===== config.mk =====
export PLATFORM = sky130hd
export DESIGN_NAME = pil_arbiter
export DESIGN_NICKNAME = d
export VERILOG_FILES = /design/src/rtl/pil_arb_pkg.sv /design/src/rtl/pil_arb_datapath.sv /design/src/rtl/pil_arb_control.sv /design/src/rtl/pil_arbiter.sv
export SDC_FILE = /design/constraint.sdc
export NUM_CORES = 1
export LEC_CHECK = 0
export CORE_ASPECT_RATIO = 0.8
export CORE_MARGIN = 1
export CORE_UTILIZATION = 40
export CTS_BUF_LIST = sky130_fd_sc_hd__clkbuf_4
export DETAILED_ROUTE_END_ITERATION = 16
export HOLD_SLACK_MARGIN = 0.02
export PLACE_DENSITY_LB_ADDON = 0.25
export SLEW_MARGIN = 20
export SYNTH_ARGS = -nofsm -noshare
export SYNTH_HDL_FRONTEND = slang
export SYNTH_SLANG_ARGS = --single-unit

===== constraint.sdc =====
create_clock -name clk -period 3.85 [get_ports clk]
set_clock_uncertainty 0.2 [all_clocks]
set_input_delay 0.77 -clock clk [delete_from_list [all_inputs] [get_ports clk]]
set_output_delay 0.77 -clock clk [all_outputs]
set_load 0.005 [all_outputs]

===== src/rtl/pil_arb_pkg.sv =====
package pil_arb_pkg;
  localparam int NUM_LEVELS = 16;
  localparam int SOFT_W     = 17;
  localparam int PIL_W      = 4;
  localparam int TL_W       = 3;
  localparam int TT_W       = 9;
  localparam int TICK_BIT   = 0;
  localparam int STICK_BIT  = 16;
  localparam int CLK_LEVEL  = 14;
  localparam int FAM_LSB    = 4;
  localparam int FAM_W      = TT_W - FAM_LSB;
  localparam logic [FAM_W-1:0] EXT_FAMILY = 5'h04;
  localparam logic [TT_W-1:0]  EXT_BASE   = 9'h040;
  localparam int LVL_IDX_W  = $clog2(NUM_LEVELS);

  typedef struct packed {
    logic load;   // latch candidate code and raise request
    logic clear;  // drop request and zero the code
  } arbStrobes_t;
endpackage


===== src/rtl/pil_arb_datapath.sv =====
module pil_arb_datapath
  import pil_arb_pkg::*;
(
  input  logic                  clk,
  input  logic                  rstN,
  input  logic [NUM_LEVELS-1:0] extLevels,
  input  logic [SOFT_W-1:0]     softInt,
  input  logic [PIL_W-1:0]      curPil,
  input  logic [TL_W-1:0]       trapLevel,
  input  logic [TT_W-1:0]       trapType,
  input  arbStrobes_t           strobes,
  output logic                  eligible,
  output logic                  nestBlocked,
  output logic                  sameType,
  output logic                  irqReq,
  output logic [TT_W-1:0]       trapIdx
);
  localparam int CMP_W = NUM_LEVELS + 1;

  logic [NUM_LEVELS-1:0] softLevels;
  logic [NUM_LEVELS-1:0] pendMask;
  logic                  timerHit;
  logic [LVL_IDX_W-1:0]  topLevel;
  logic [TT_W-1:0]       candType;
  logic [CMP_W-1:0]      threshold;

  // Timer-match bits never count as levels of their own.
  for (genvar b = 0; b < NUM_LEVELS; b++) begin : g_soft
    if (b == TICK_BIT || b == STICK_BIT) begin : g_timer
      assign softLevels[b] = 1'b0;
    end else begin : g_plain
      assign softLevels[b] = softInt[b];
    end
  end

  assign timerHit = softInt[TICK_BIT] | softInt[STICK_BIT];

  always_comb begin
    pendMask = extLevels | softLevels;
    pendMask[CLK_LEVEL] = pendMask[CLK_LEVEL] | timerHit;
  end

  assign threshold = CMP_W'(2) << curPil;
  assign eligible  = {1'b0, pendMask} >= threshold;

  // Highest set level wins.
  always_comb begin
    topLevel = '0;
    for (int i = 0; i < NUM_LEVELS; i++) begin
      if (pendMask[i]) topLevel = LVL_IDX_W'(i);
    end
  end

  assign candType    = EXT_BASE | TT_W'(topLevel);
  assign nestBlocked = (trapLevel != '0) &&
                       (trapType[TT_W-1:FAM_LSB] == EXT_FAMILY) &&
                       (trapType > candType);
  assign sameType    = (trapIdx == candType);

  always_ff @(posedge clk or negedge rstN) begin
    if (!rstN) begin
      irqReq  <= 1'b0;
      trapIdx <= '0;
    end else if (strobes.clear) begin
      irqReq  <= 1'b0;
      trapIdx <= '0;
    end else if (strobes.load) begin
      irqReq  <= 1'b1;
      trapIdx <= candType;
    end
  end
endmodule


===== src/rtl/pil_arb_control.sv =====
module pil_arb_control
  import pil_arb_pkg::*;
(
  input  logic        vecBusy,
  input  logic        intEnable,
  input  logic        eligible,
  input  logic        nestBlocked,
  input  logic        sameType,
  input  logic        irqReq,
  output arbStrobes_t strobes
);
  always_comb begin
    strobes = '0;
    if (!vecBusy) begin
      if (!eligible) begin
        strobes.clear = 1'b1;
      end else if (intEnable) begin
        strobes.load = !nestBlocked && !sameType;
      end else begin
        strobes.clear = irqReq;
      end
    end
  end
endmodule


===== src/rtl/pil_arbiter.sv =====
module pil_arbiter
  import pil_arb_pkg::*;
(
  input  logic                  clk,
  input  logic                  rstN,
  input  logic [NUM_LEVELS-1:0] extLevels,
  input  logic [SOFT_W-1:0]     softInt,
  input  logic [PIL_W-1:0]      curPil,
  input  logic                  intEnable,
  input  logic [TL_W-1:0]       trapLevel,
  input  logic [TT_W-1:0]       trapType,
  input  logic                  vecBusy,
  output logic                  irqReq,
  output logic [TT_W-1:0]       trapIdx
);
  arbStrobes_t strobes;
  logic eligible, nestBlocked, sameType;

  pil_arb_datapath u_dp (
    .clk, .rstN, .extLevels, .softInt, .curPil, .trapLevel, .trapType,
    .strobes, .eligible, .nestBlocked, .sameType, .irqReq, .trapIdx
  );

  pil_arb_control u_ctl (
    .vecBusy, .intEnable, .eligible, .nestBlocked, .sameType, .irqReq,
    .strobes
  );
endmodule


Word-level counts from Yosys, hierarchy flattened
Index checks and enable logic that the tools add are counted.

Register bits after elaboration: 10.

Order comparisons: 2. Shift operators: 1. Multiplexer cells: 24. Reductions and logical operators: 7. Eq/ne operators: 2. Bitwise gates (word level): 3.

Operators by type and width (number): $mux 4 (8); $mux 9 (2); $ge 16x17->1 (1); $shl 2x4->17 const A (1); $or 16x16->16 (1); $mux 3 (4); $eq 9x7->1 (1); $gt 9x7->1 (1); $mux 1 (7); $mux 2 (3); $eq 5x3->1 const B (1); $logic_and 1x1->1 (3); $reduce_bool 3->1 (1); $logic_not 1->1 (2); $or 1x1->1 (2); $reduce_bool 2->1 (1).

Logic depth before layout (Yosys ltp)
Gate-level depths: netlist of run 1.

Depth after elaboration: 25. Mapped depth: 13.

Modules after synthesis
A second synthesis of run 1 with hierarchy kept.

Cell total of the unflattened synthesis: 145. Area total of the unflattened synthesis: 1162.4 µm².

By module, submodules not included: pil_arb_datapath (seq. area each 125.1 µm², cells each 141, times used 1, area each 1133.6 µm²); pil_arb_control (seq. area each 0.0 µm², cells each 4, times used 1, area each 28.8 µm²).

Worst setup path before layout of run 1
No wires, ideal clock.

Kind: input port to flip-flop. From: input port softInt[16]. To: register u_dp.trapIdx[2]. Stages on the path: 10. Path buffers: 1. Setup slack: 89 ps. Arrival: 3436 ps. Cell sequence: or4_1 -> buf_2 -> or4_4 -> nor4_4 -> ha_1 -> a41oi_1 -> nand4_1 -> o21ai_1 -> a41oi_1 -> mux2_4.

Cells in the longest elaborated chain, start to end: 12.

Ends and longest elaborated chain: start: declaration (RTL line pil_arbiter.sv:7) `input logic [SOFT_W-1:0] softInt,`; $or 1x1->1 * (RTL line pil_arb_datapath.sv:36) `assign timerHit = softInt[TICK_BIT] | softInt[STICK_BIT];`; $or 1x1->1 * (RTL line pil_arb_datapath.sv:40) `pendMask[CLK_LEVEL] = pendMask[CLK_LEVEL] | timerHit;`; $mux 4 (2 in series) (RTL line pil_arb_datapath.sv:50) `if (pendMask[i]) topLevel = LVL_IDX_W'(i);`; $gt 9x7->1 (RTL line pil_arb_datapath.sv:57) `(trapType > candType);`; $logic_and 1x1->1 (RTL line pil_arb_datapath.sv:56) `(trapType[TT_W-1:FAM_LSB] == EXT_FAMILY) &&`; $logic_not 1->1 (RTL line pil_arb_control.sv:18) `strobes.load = !nestBlocked && !sameType;`; $logic_and 1x1->1 (RTL line pil_arb_control.sv:18); $mux 1 (RTL line pil_arb_control.sv:17) `end else if (intEnable) begin`; $mux 1 (RTL line pil_arb_control.sv:15) `if (!eligible) begin`; $mux 2 (RTL line pil_arb_control.sv:14) `if (!vecBusy) begin`; $reduce_bool 2->1 (no line); end signal: assignment (RTL line pil_arb_datapath.sv:69) `trapIdx <= candType;`; end: declaration (RTL line pil_arb_datapath.sv:16) `output logic [TT_W-1:0] trapIdx`.

Mark *: on every way between the ends. The rest lies on a longest branch, timed or not. The select of a mux whose other input is x is not followed. A chain may end at the register's enable or synchronous reset.

Worst setup path after layout of run 1
From: input port extLevels[13]. To: register u_dp.trapIdx[2].

Cells in the longest elaborated chain, start to end: 12.

Ends and longest elaborated chain: start: declaration (RTL line pil_arbiter.sv:6) `input logic [NUM_LEVELS-1:0] extLevels,`; $or 16x16->16 * (RTL line pil_arb_datapath.sv:39) `pendMask = extLevels | softLevels;`; $mux 4 (3 in series) (RTL line pil_arb_datapath.sv:50); $gt 9x7->1 (RTL line pil_arb_datapath.sv:57); $logic_and 1x1->1 (RTL line pil_arb_datapath.sv:56); $logic_not 1->1 (RTL line pil_arb_control.sv:18); $logic_and 1x1->1 (RTL line pil_arb_control.sv:18); $mux 1 (RTL line pil_arb_control.sv:17); $mux 1 (RTL line pil_arb_control.sv:15); $mux 2 (RTL line pil_arb_control.sv:14); $reduce_bool 2->1 (no line).

Marked as above.

==> results of run 1 <==
==> where the power goes <==
group | switching (µW) | internal (µW)
sequential | 12.6 | 62.8
clock | 23.3 | 46.3
combinational | 82.3 | 124
==> timing repair <==
item | CTS | global route
gates resized for setup | 4 | 12
cloned | 0 | 0
endpoints found under the setup margin | 1 | 4
buffers inserted | 3 | 2
pin swaps | 5 | 3
endpoints found under the hold margin | 0 | 0
==> final timing paths <==
path / cells after the start / start / to
min: 2 / u_dp.trapIdx[1]$_DFFE_PN0P_ / u_dp.trapIdx[1]$_DFFE_PN0P_
min reg2reg: 2 / u_dp.trapIdx[1]$_DFFE_PN0P_ / u_dp.trapIdx[1]$_DFFE_PN0P_
max: 12 / extLevels[13] / u_dp.trapIdx[2]$_DFFE_PN0P_
min in group asynchronous: 1 / rstN / u_dp.trapIdx[6]$_DFFE_PN0P_
max reg2reg: 7 / u_dp.trapIdx[6]$_DFFE_PN0P_ / u_dp.trapIdx[2]$_DFFE_PN0P_
max in group asynchronous: 1 / rstN / u_dp.trapIdx[3]$_DFFE_PN0P_
==> Yosys cell counts (2+ instances only) <==
cell | count | area (µm²)
nand2_1 | 12 | 45.0
nor2_1 | 20 | 75.1
nand4_1 | 4 | 25.0
a2111oi_0 | 2 | 17.5
or4_1 | 2 | 15.0
o211ai_1 | 2 | 15.0
a21oi_1 | 10 | 50.1
or2_2 | 13 | 81.3
clkbuf_1 | 2 | 7.51
a41oi_1 | 3 | 26.3
a211oi_1 | 2 | 15.0
xnor2_1 | 3 | 26.3
nor3_1 | 2 | 10.0
inv_1 | 8 | 30.0
dfrtp_1 | 5 | 125
buf_4 | 5 | 37.5
ha_1 | 19 | 238
nand3_1 | 6 | 30.0
o21ai_0 | 7 | 35.0
nor2b_1 | 8 | 50.1
==> layout by cell type, fill, tap and decap left out, drive strengths merged, types with 6 or more instances in the layout <==
| master | netlist | layout |
|---|---|---|
| clkdlybuf4s50 | 0 | 58 |
| o21ai | 8 | 8 |
| inv | 8 | 8 |
| nand2 | 12 | 12 |
| nand3 | 6 | 6 |
| nor2b | 8 | 8 |
| ha | 19 | 19 |
| nor2 | 20 | 20 |
| a21oi | 10 | 10 |
| or2 | 13 | 13 |
| buf | 6 | 27 |
==> per-stage QoR <==
stage | total power, µW | instance area (µm²)
5_1_grt | 376 | 2050
4_1_cts | 338 | 1960
2_1_floorplan | 151 | 1140
6_report | 352 | 2050
3_3_place_gp | 255 | 1890
3_5_place_dp | 262 | 1890
==> cell families after synthesis <==
family          after synthesis  synth area share
simple gates                 73             0.347
compound gates               34             0.206
fa+ha+maj                    19             0.210
buf+inv                      16            0.0706
flops                         5             0.110
xor+xnor                      4            0.0309
mux                           2            0.0221
other cells                   1           0.00331
==> metal layers <==
metal  vias up  GRT usage  share of wire
li1        720          -              -
met1       702      0.336           0.40
met2        90      0.441           0.48
met3        20     0.0341          0.081
met4         0      0.119          0.036
met5         -          0              0
==> layout make-up <==
class | instances | area share
clock buffer | 4 | 0.0147
inverter | 8 | 0.0147
multi-input combinational | 136 | 0.505
sequential | 5 | 0.0611
tap | 36 | 0.0220
timing repair buffer | 85 | 0.382
==> tightest hold or removal path: stages (launching register included) <==
cell	delay [ps]
dfrtp_1	400
nand2_1	90
a21oi_2	50
==> flow_summary_export.csv, run 1 <==
group,metric,value,unit
worst_setup_path,cp_num_buf_inv,2,
worst_setup_path,ff2ff_setup_slack,1910,ps
sta,holdWs,382,ps
sta,period_needed,3810,ps
sta,hold_viol,0,
floorplan,start_util,0.442,
worst_setup_path,path_class,"in2reg",
place,place_ws,-355,ps
logic_synthesis,synth_edf_count,0,
clocking,clkTransAtPathRegs,50,ps
logic_synthesis,yosys_warnings,0,
place,dp_hpwl,3350,µm
logic_synthesis,synth.yosys.seq_area_share,0.110,
worst_setup_path,critical_path.startpoint_type,"input port",
worst_setup_path,worstPathArrival,3740,ps
clocking,hold_buffers,0,
worst_setup_path,crit_path_cell_trace,"clkdlybuf4s50_1, or4_4, or4_4, a31oi_4, ha_4, o21ai_0, nand2b_1, a21oi_1, o21ai_1, buf_4, a41oi_2, mux2_4",
floorplan,coreArea,2560,µm²
routing,ant_nets,0,
logic_synthesis,avgSynthCellArea,7.36,µm²
pwr,ir_worst_vdd,0.0763,mV
logic_synthesis,synthFlopType,"dfrtp_1",
sta,maxSlewViolCount,0,
routing,wire_per_inst,16.0,µm
logic_synthesis,syn_inst,154,
worst_hold_path,hold_path.class,"reg2reg",
run,maxCapViolations,0,
sta,fin_crit_sh,0.989,
floorplan,rows,16,
final_layout,fill_cells,177,
run_status,status,"complete, no violations",
final_layout,multi_input_area,1030,µm²
routing,drt-total-wl,4400,µm
sta,finalSetupViolations,0,
clocking,htreeDepth,1,
worst_setup_path,cpMostUsedCell,"or4_4",
final_layout,antennaDiodeCount,0,
routing,first_pass_iters,4,
logic_synthesis,synthesis.area,1130,µm²
worst_setup_path,critPathCaptureType,"register",
worst_setup_path,cp_slowest_cell,"or4_4",
sta,setup_ws,41.6,ps
pwr,p_leak,0.000814,µW
floorplan,die_area,3050,µm²
final_layout,nets,311,
final_layout,area_growth,80.7,%
final_layout,reg.largest.list,"u_dp.trapIdx x5",
worst_setup_path,crit_required,3780,ps
worst_setup_path,path_max_fanout,3,
grt,overflow,0,
place,gp_congestion,0.894,
final_layout,final_cells,274,
final_layout,seq_area,125,µm²
clocking,cts.sinks,5,
floorplan,die_h,49.6,µm
final_layout,regMostFlops,"u_dp.trapIdx",
clocking,cts_tree,"yes",
logic_synthesis,async_flop_share,1.00,
grt,grt_usage,0.266,
logic_synthesis,synth_seq_cells,5,
grt,grt_pass1_wl,6180,µm
sta,fmax,263,MHz
clocking,insertion_delay,250,ps
worst_setup_path,crit_family,"simple AND/OR/NAND/NOR gates",
routing,num_vias,1532,
floorplan,fp.dieW,61.5,µm
final_layout,drive_above_1_share,0.265,
logic_synthesis,synth_cell_types,39,
place,io_buffers,58,
grt,grt_max_degree,6,
clocking,root_buffer,"clkbuf_4",
pwr,power_density,172,nW/µm²
floorplan,ios,63,
final_layout,largest_reg_flops,5,
clocking,cts_inserted_buffers,3,
worst_setup_path,max_stage_delay,560,ps
grt,antenna_found_initial,0,
routing,drtIter0Drc,69,
grt,grt_pass1_vias,1503,
routing,drc,0,
place,dpl.cell_count,265,
final_layout,fin_util,0.799,
clocking,clockBufferDepth,2,
sta,fin_tns_setup,0,ps
routing,via_per_inst,5.59,
No activity file was read; power rests on OpenSTA's default activity.
==> run 2: changes to the inputs <==
CORE_MARGIN = 2   (was 1)
RECOVER_POWER = 100   (was unset)
==> run 2 against run 1 <==
Effect of this change:
- sequential power down 0.7%
- core utilization is 1.9 points lower
- clock power down 0.7%
- via count decreased by 0.52%
- critical path type unchanged
- critical path depth shrank 1
- register-to-register slack got worse by 20 ps
- global-route usage up 0.69 points
- flip-flop and latch count unchanged
- setup slack improved by 72 ps
- worst hold slack gained 14 ps
- maximum frequency up 1.9%
- non-clock buffer count grew 3
==> flow_summary_export.csv, run 2 (synthesis gave the netlist of run 1 again) <==
group,metric,value,unit
worst_setup_path,cp_num_buf_inv,2,
final_layout,antennaDiodeCount,0,
floorplan,die_area,3280,µm²
worst_hold_path,hold_path.class,"reg2reg",
worst_setup_path,critical_path.startpoint_type,"input port",
floorplan,rows,17,
final_layout,reg.largest.list,"u_dp.trapIdx x5",
grt,grt_max_degree,7,
clocking,cts.sinks,5,
floorplan,coreArea,2720,µm²
sta,finalSetupViolations,0,
place,dp_hpwl,3490,µm
worst_setup_path,path_max_fanout,4,
routing,wire_per_inst,16.4,µm
final_layout,multi_input_area,1070,µm²
pwr,p_leak,0.000877,µW
pwr,power_density,167,nW/µm²
pwr,p_total,355,µW
floorplan,start_util,0.416,
routing,drtIter0Drc,95,
floorplan,fp.dieW,63.5,µm
worst_setup_path,cp.depth,11,
final_layout,final_common_cell,"clkdlybuf4s50_1",
grt,overflow,0,
floorplan,die_h,51.6,µm
grt,grt_pass1_vias,1618,
sta,maxSlewViolCount,0,
clocking,cts_inserted_buffers,3,
final_layout,nets,314,
sta,fin_crit_sh,0.970,
worst_setup_path,crit_family,"simple AND/OR/NAND/NOR gates",
final_layout,regMostFlops,"u_dp.trapIdx",
worst_setup_path,max_stage_delay,510,ps
place,gp_congestion,0.915,
worst_setup_path,worstPathArrival,3680,ps
place,dpl.cell_count,272,
sta,period_needed,3740,ps
pwr,ir_worst_vdd,0.0915,mV
final_layout,drive_above_1_share,0.295,
worst_setup_path,reg2reg_depth,7,
clocking,insertion_delay,260,ps
clocking,root_buffer,"clkbuf_4",
clocking,clockBufferDepth,2,
final_layout,final_cells,279,
worst_setup_path,critPathCaptureType,"register",
routing,drc,0,
routing,ant_nets,0,
worst_setup_path,crit_path_cell_trace,"clkdlybuf4s50_1, or4_4, or4_4, nor4_4, ha_1, a41oi_2, nand4_1, o21ai_2, buf_6, a41oi_2, mux2_4",
final_layout,seq_area,125,µm²
worst_setup_path,cp_slowest_cell,"or4_4",
clocking,clkTransAtPathRegs,50,ps
final_layout,area_growth,87.3,%
sta,setup_ws,114,ps
final_layout,mostFrequentLayoutCells,"clkdlybuf4s50_1 (47), buf_4 (28), nor2_1 (18), ha_1 (18), or2_2 (13)",
final_layout,largest_reg_flops,5,
grt,grt_usage,0.273,
run,maxCapViolations,0,
floorplan,ios,63,
routing,drt-total-wl,4590,µm
routing,first_pass_iters,4,
routing,via_per_inst,5.46,
worst_setup_path,crit_required,3790,ps
worst_setup_path,path_class,"in2reg",
grt,grt_pass1_wl,7130,µm
place,io_buffers,58,
clocking,htreeDepth,1,
worst_hold_path,whs_path_depth,2,
sta,holdWs,396,ps
run_status,status,"complete, no violations",
sta,fin_tns_setup,0,ps
place,place_ws,-287,ps
sta,hold_viol,0,
clocking,hold_buffers,0,
final_layout,fill_cells,196,
sta,fmax,268,MHz
grt,antenna_found_initial,0,
routing,num_vias,1524,
clocking,cts_tree,"yes",
[run 2: changes by cell type in the layout (fill, tap and decap cells not counted), moves of 2 or more]
cell	before	now
buf_6	0	2
dlygate4sd3_1	0	7
clkdlybuf4s50_1	58	47
a2111oi_2	0	2
o21ai_2	0	2
dlymetal6s2s_1	0	4
a2111oi_0	2	0
[run 2: worst paths after layout]
path	slack, ps	end	from
hold / removal	400	u_dp.trapIdx[3]$_DFFE_PN0P_	u_dp.trapIdx[3]$_DFFE_PN0P_
setup reg to reg	1890	u_dp.trapIdx[2]$_DFFE_PN0P_	u_dp.trapIdx[6]$_DFFE_PN0P_
hold reg to reg	400	u_dp.trapIdx[3]$_DFFE_PN0P_	u_dp.trapIdx[3]$_DFFE_PN0P_
max in group asynchronous	2680	u_dp.trapIdx[6]$_DFFE_PN0P_	rstN
min in group asynchronous	590	u_dp.trapIdx[1]$_DFFE_PN0P_	rstN
setup / recovery	110	u_dp.trapIdx[2]$_DFFE_PN0P_	softInt[12]
[run 2: metrics by stage]
| stage | utilization | area [µm²] |
|---|---|---|
| after floorplan | - | 1140 |
| after global placement | 0.707 | 1930 |
| after detailed placement | 0.707 | 1930 |
| after CTS | 0.734 | 2000 |
| after global routing | 0.780 | 2120 |
| final | 0.780 | 2120 |
[run 2: layer usage]
metal / global-route usage / routed length, µm
met5: 0 / 0
met4: 0.0580 / 70
met3: 0.0606 / 463
met2: 0.504 / 2210
met1: 0.328 / 1850
[run 2: worst min-delay path, delay by kind of cell (launching register included)]
family	cells	cell delay, ps
compound gates	1	70
simple gates	1	70
flops	1	410
[run 2: layout make-up]
type,count,area share
multi-input cells,136,0.504
repair buffers,88,0.388
flip-flops and latches,5,0.0589
well taps,38,0.0224
inverters,8,0.0141
clock buffers,3,0.0106
clock inverters,1,0.00236
[run 2: timing repair]
item	4_1_cts	5_1_grt
setup buffers	2	1
gates resized for setup	4	28
pin swaps	5	14
setup endpoints to repair	1	4
[run 2: report_power, final]
part | switching [µW] | leakage [µW] | internal [µW]
sequential | 12.2 | 0.0000606 | 62.6
combinational | 88.2 | 0.000799 | 123
clock | 31.0 | 0.0000177 | 38.1
==> run 3: changes to the inputs <==
CORE_UTILIZATION = 36   (was 40)
clock period = 3 ns   (was 3.85 ns; I/O delays follow)
==> run 3 against run 2 <==
Effect of this change:
- the flow now finishes with violations (negative setup slack)
- count of clock-buffer cells in the layout increased by 1
- die area increased by 10%
- non-clock buffer count grew 16
- critical path type unchanged
- worst hold slack worse by 15 ps
- core utilization hardly changed
- largest power group unchanged
- via count up 7.9%
- global-route usage grew 0.91 points
- sequential power rose by 25%
==> flow_summary_export.csv, run 3 (synthesis gave the netlist of run 1 again) <==
group,metric,value,unit
run_status,status,"finished, violations left",
run_status,failed_checks,"negative setup slack",
final_layout,nets,330,
worst_setup_path,ff2ff_setup_slack,1050,ps
final_layout,reg.largest.list,"u_dp.trapIdx x5",
sta,fin_tns_setup,-1410,ps
worst_hold_path,hp-start,"u_dp.trapIdx[3]$_DFFE_PN0P_",
worst_setup_path,path_max_fanout,2,
routing,top_layer,"met4",
routing,met2WireLength,2660,µm
final_layout,final_common_cell,"buf_4",
clocking,hold_buffers,0,
grt,overflow,0,
clocking,cts_inserted_buffers,3,
routing,via_per_inst,5.54,
final_layout,stdcell_area,2370,µm²
clocking,clkTransAtPathRegs,50,ps
floorplan,start_util,0.373,
final_layout,final_cells,297,
sta,rsz0062_at_grt,"yes",
clocking,cts.sinks,5,
place,gp_congestion,0.954,
pwr,power_density,211,nW/µm²
sta,period_needed,3350,ps
floorplan,die_area,3620,µm²
sta,fin_crit_sh,1.12,
routing,wl_met3,466,µm
final_layout,fin_util,0.780,
floorplan,fp.dieW,66.7,µm
routing,drtIter0Drc,109,
worst_setup_path,crit_path_cell_trace,"buf_6, or4_4, or4_4, a31oi_4, ha_4, o21ai_2, nand2b_1, a21oi_4, o21ai_2, a41oi_2, mux2_4",
worst_setup_path,critical_path.startpoint_type,"input port",
clocking,cts_tree,"yes",
grt,antenna_found_initial,0,
worst_setup_path,critPathCaptureType,"register",
routing,drc,0,
clocking,insertion_delay,260,ps
clocking,root_buffer,"clkbuf_4",
routing,drt-met1-wl,2030,µm
worst_hold_path,min_to,"u_dp.trapIdx[3]$_DFFE_PN0P_",
pwr,ir_worst_vdd,0.251,mV
final_layout,drive_above_1_share,0.420,
floorplan,ios,63,
place,postPlaceCellArea,2000,µm²
worst_setup_path,r2r-start,"u_dp.trapIdx[6]$_DFFE_PN0P_",
place,place_ws,-912,ps
routing,ant_nets,0,
worst_setup_path,crit_family,"simple AND/OR/NAND/NOR gates",
routing,num_vias,1645,
final_layout,antennaDiodeCount,0,
worst_setup_path,worstPathArrival,3290,ps
run,maxCapViolations,0,
final_layout,area_growth,109,%
floorplan,die_h,54.2,µm
place,dp_hpwl,3460,µm
grt,grt_pass1_vias,1654,
worst_setup_path,reg2reg_depth,7,
routing,wire_per_inst,18.4,µm
sta,hold_viol,0,
grt,grt_usage,0.282,
clocking,htreeDepth,1,
worst_hold_path,hold_path.class,"reg2reg",
place,dpl.cell_count,281,
worst_setup_path,cp_slowest_cell,"or4_4",
worst_setup_path,crit_path_start,"extLevels[14]",
worst_setup_path,reg2reg_to,"u_dp.trapIdx[2]$_DFFE_PN0P_",
final_layout,mostFrequentLayoutCells,"buf_4 (42), clkdlybuf4s50_1 (25), ha_1 (16)",
pwr,p_leak,0.00105,µW
place,io_buffers,58,
grt,grt_pass1_wl,7380,µm
floorplan,rows,18,
worst_setup_path,max_stage_delay,540,ps
routing,first_pass_iters,4,
clocking,clockBufferDepth,2,
sta,setup_ws,-350,ps
sta,finalSetupViolations,5,
grt,grt_max_degree,7,
final_layout,regMostFlops,"u_dp.trapIdx",
floorplan,coreArea,3040,µm²
final_layout,largest_reg_flops,5,
sta,fmax,298,MHz
routing,drt-total-wl,5450,µm
worst_setup_path,path_class,"in2reg",
worst_hold_path,whs_path_depth,2,
sta,maxSlewViolCount,0,
worst_setup_path,crit_required,2940,ps
worst_setup_path,cp_num_buf_inv,1,
run 3: cell count changes in the layout (fill, tap and decap cells not counted), moves of 4 or more:
cell,delta
buf_6,+5
nor2_1,-5
buf_4,+14
or2_2,-9
dlygate4sd2_1,+11
clkdlybuf4s50_1,-22
nor2_2,+4
dlymetal6s2s_1,+4
or2_4,+9
run 3: worst max path at each step:
stage	end	slack [ps]	depth (start not counted)
CTS	u_dp.trapIdx[0]$_DFFE_PN0P_	-250	11
global placement	u_dp.trapIdx[2]$_DFFE_PN0P_	-830	11
finish	u_dp.trapIdx[2]$_DFFE_PN0P_	-350	11
global route	u_dp.trapIdx[0]$_DFFE_PN0P_	-380	15
floorplan	u_dp.trapIdx[2]$_DFFE_PN0P_	-490	10
detailed placement	u_dp.trapIdx[2]$_DFFE_PN0P_	-910	11
run 3: layout make-up:
class,count,area (µm²)
Multi-Input combinational cell,136,1200
Timing Repair Buffer,104,931
Fill cell,198,669
Sequential cell,5,125
Tap cell,40,50.0
Clock buffer,4,30.0
Inverter,8,30.0
run 3: through the flow:
stage	power, µW	hold WS [ps]
after floorplan	196	104
after global placement	340	342
after detailed placement	349	366
after CTS	467	376
after global routing	530	399
final	501	381
run 3: routing by layer:
| metal | GRT usage | vias up |
|---|---|---|
| met5 | 0 | - |
| met4 | 0.136 | 0 |
| met3 | 0.0753 | 31 |
| met2 | 0.517 | 104 |
| met1 | 0.307 | 751 |
| li1 | - | 759 |
run 3: power breakdown:
group          total, µW  switching, µW  internal, µW
combinational        313            136           177
sequential          93.8           13.3          80.5
clock               93.8           34.1          59.7
total                501            183           318
run 3: worst register-to-register path, cell delays in order (launching register included):
cell and delay (ps):
dfrtp_1 400, inv_1 100, o21ai_0 260, a21oi_1 120, a311oi_2 270, buf_4 170, nor2b_1 50, mux2_4 270
run 3: repair_timing:
action,CTS,global route
gates resized for setup,78,30
setup endpoints to repair,5,5
buffers inserted,7,5
pin swaps,29,28
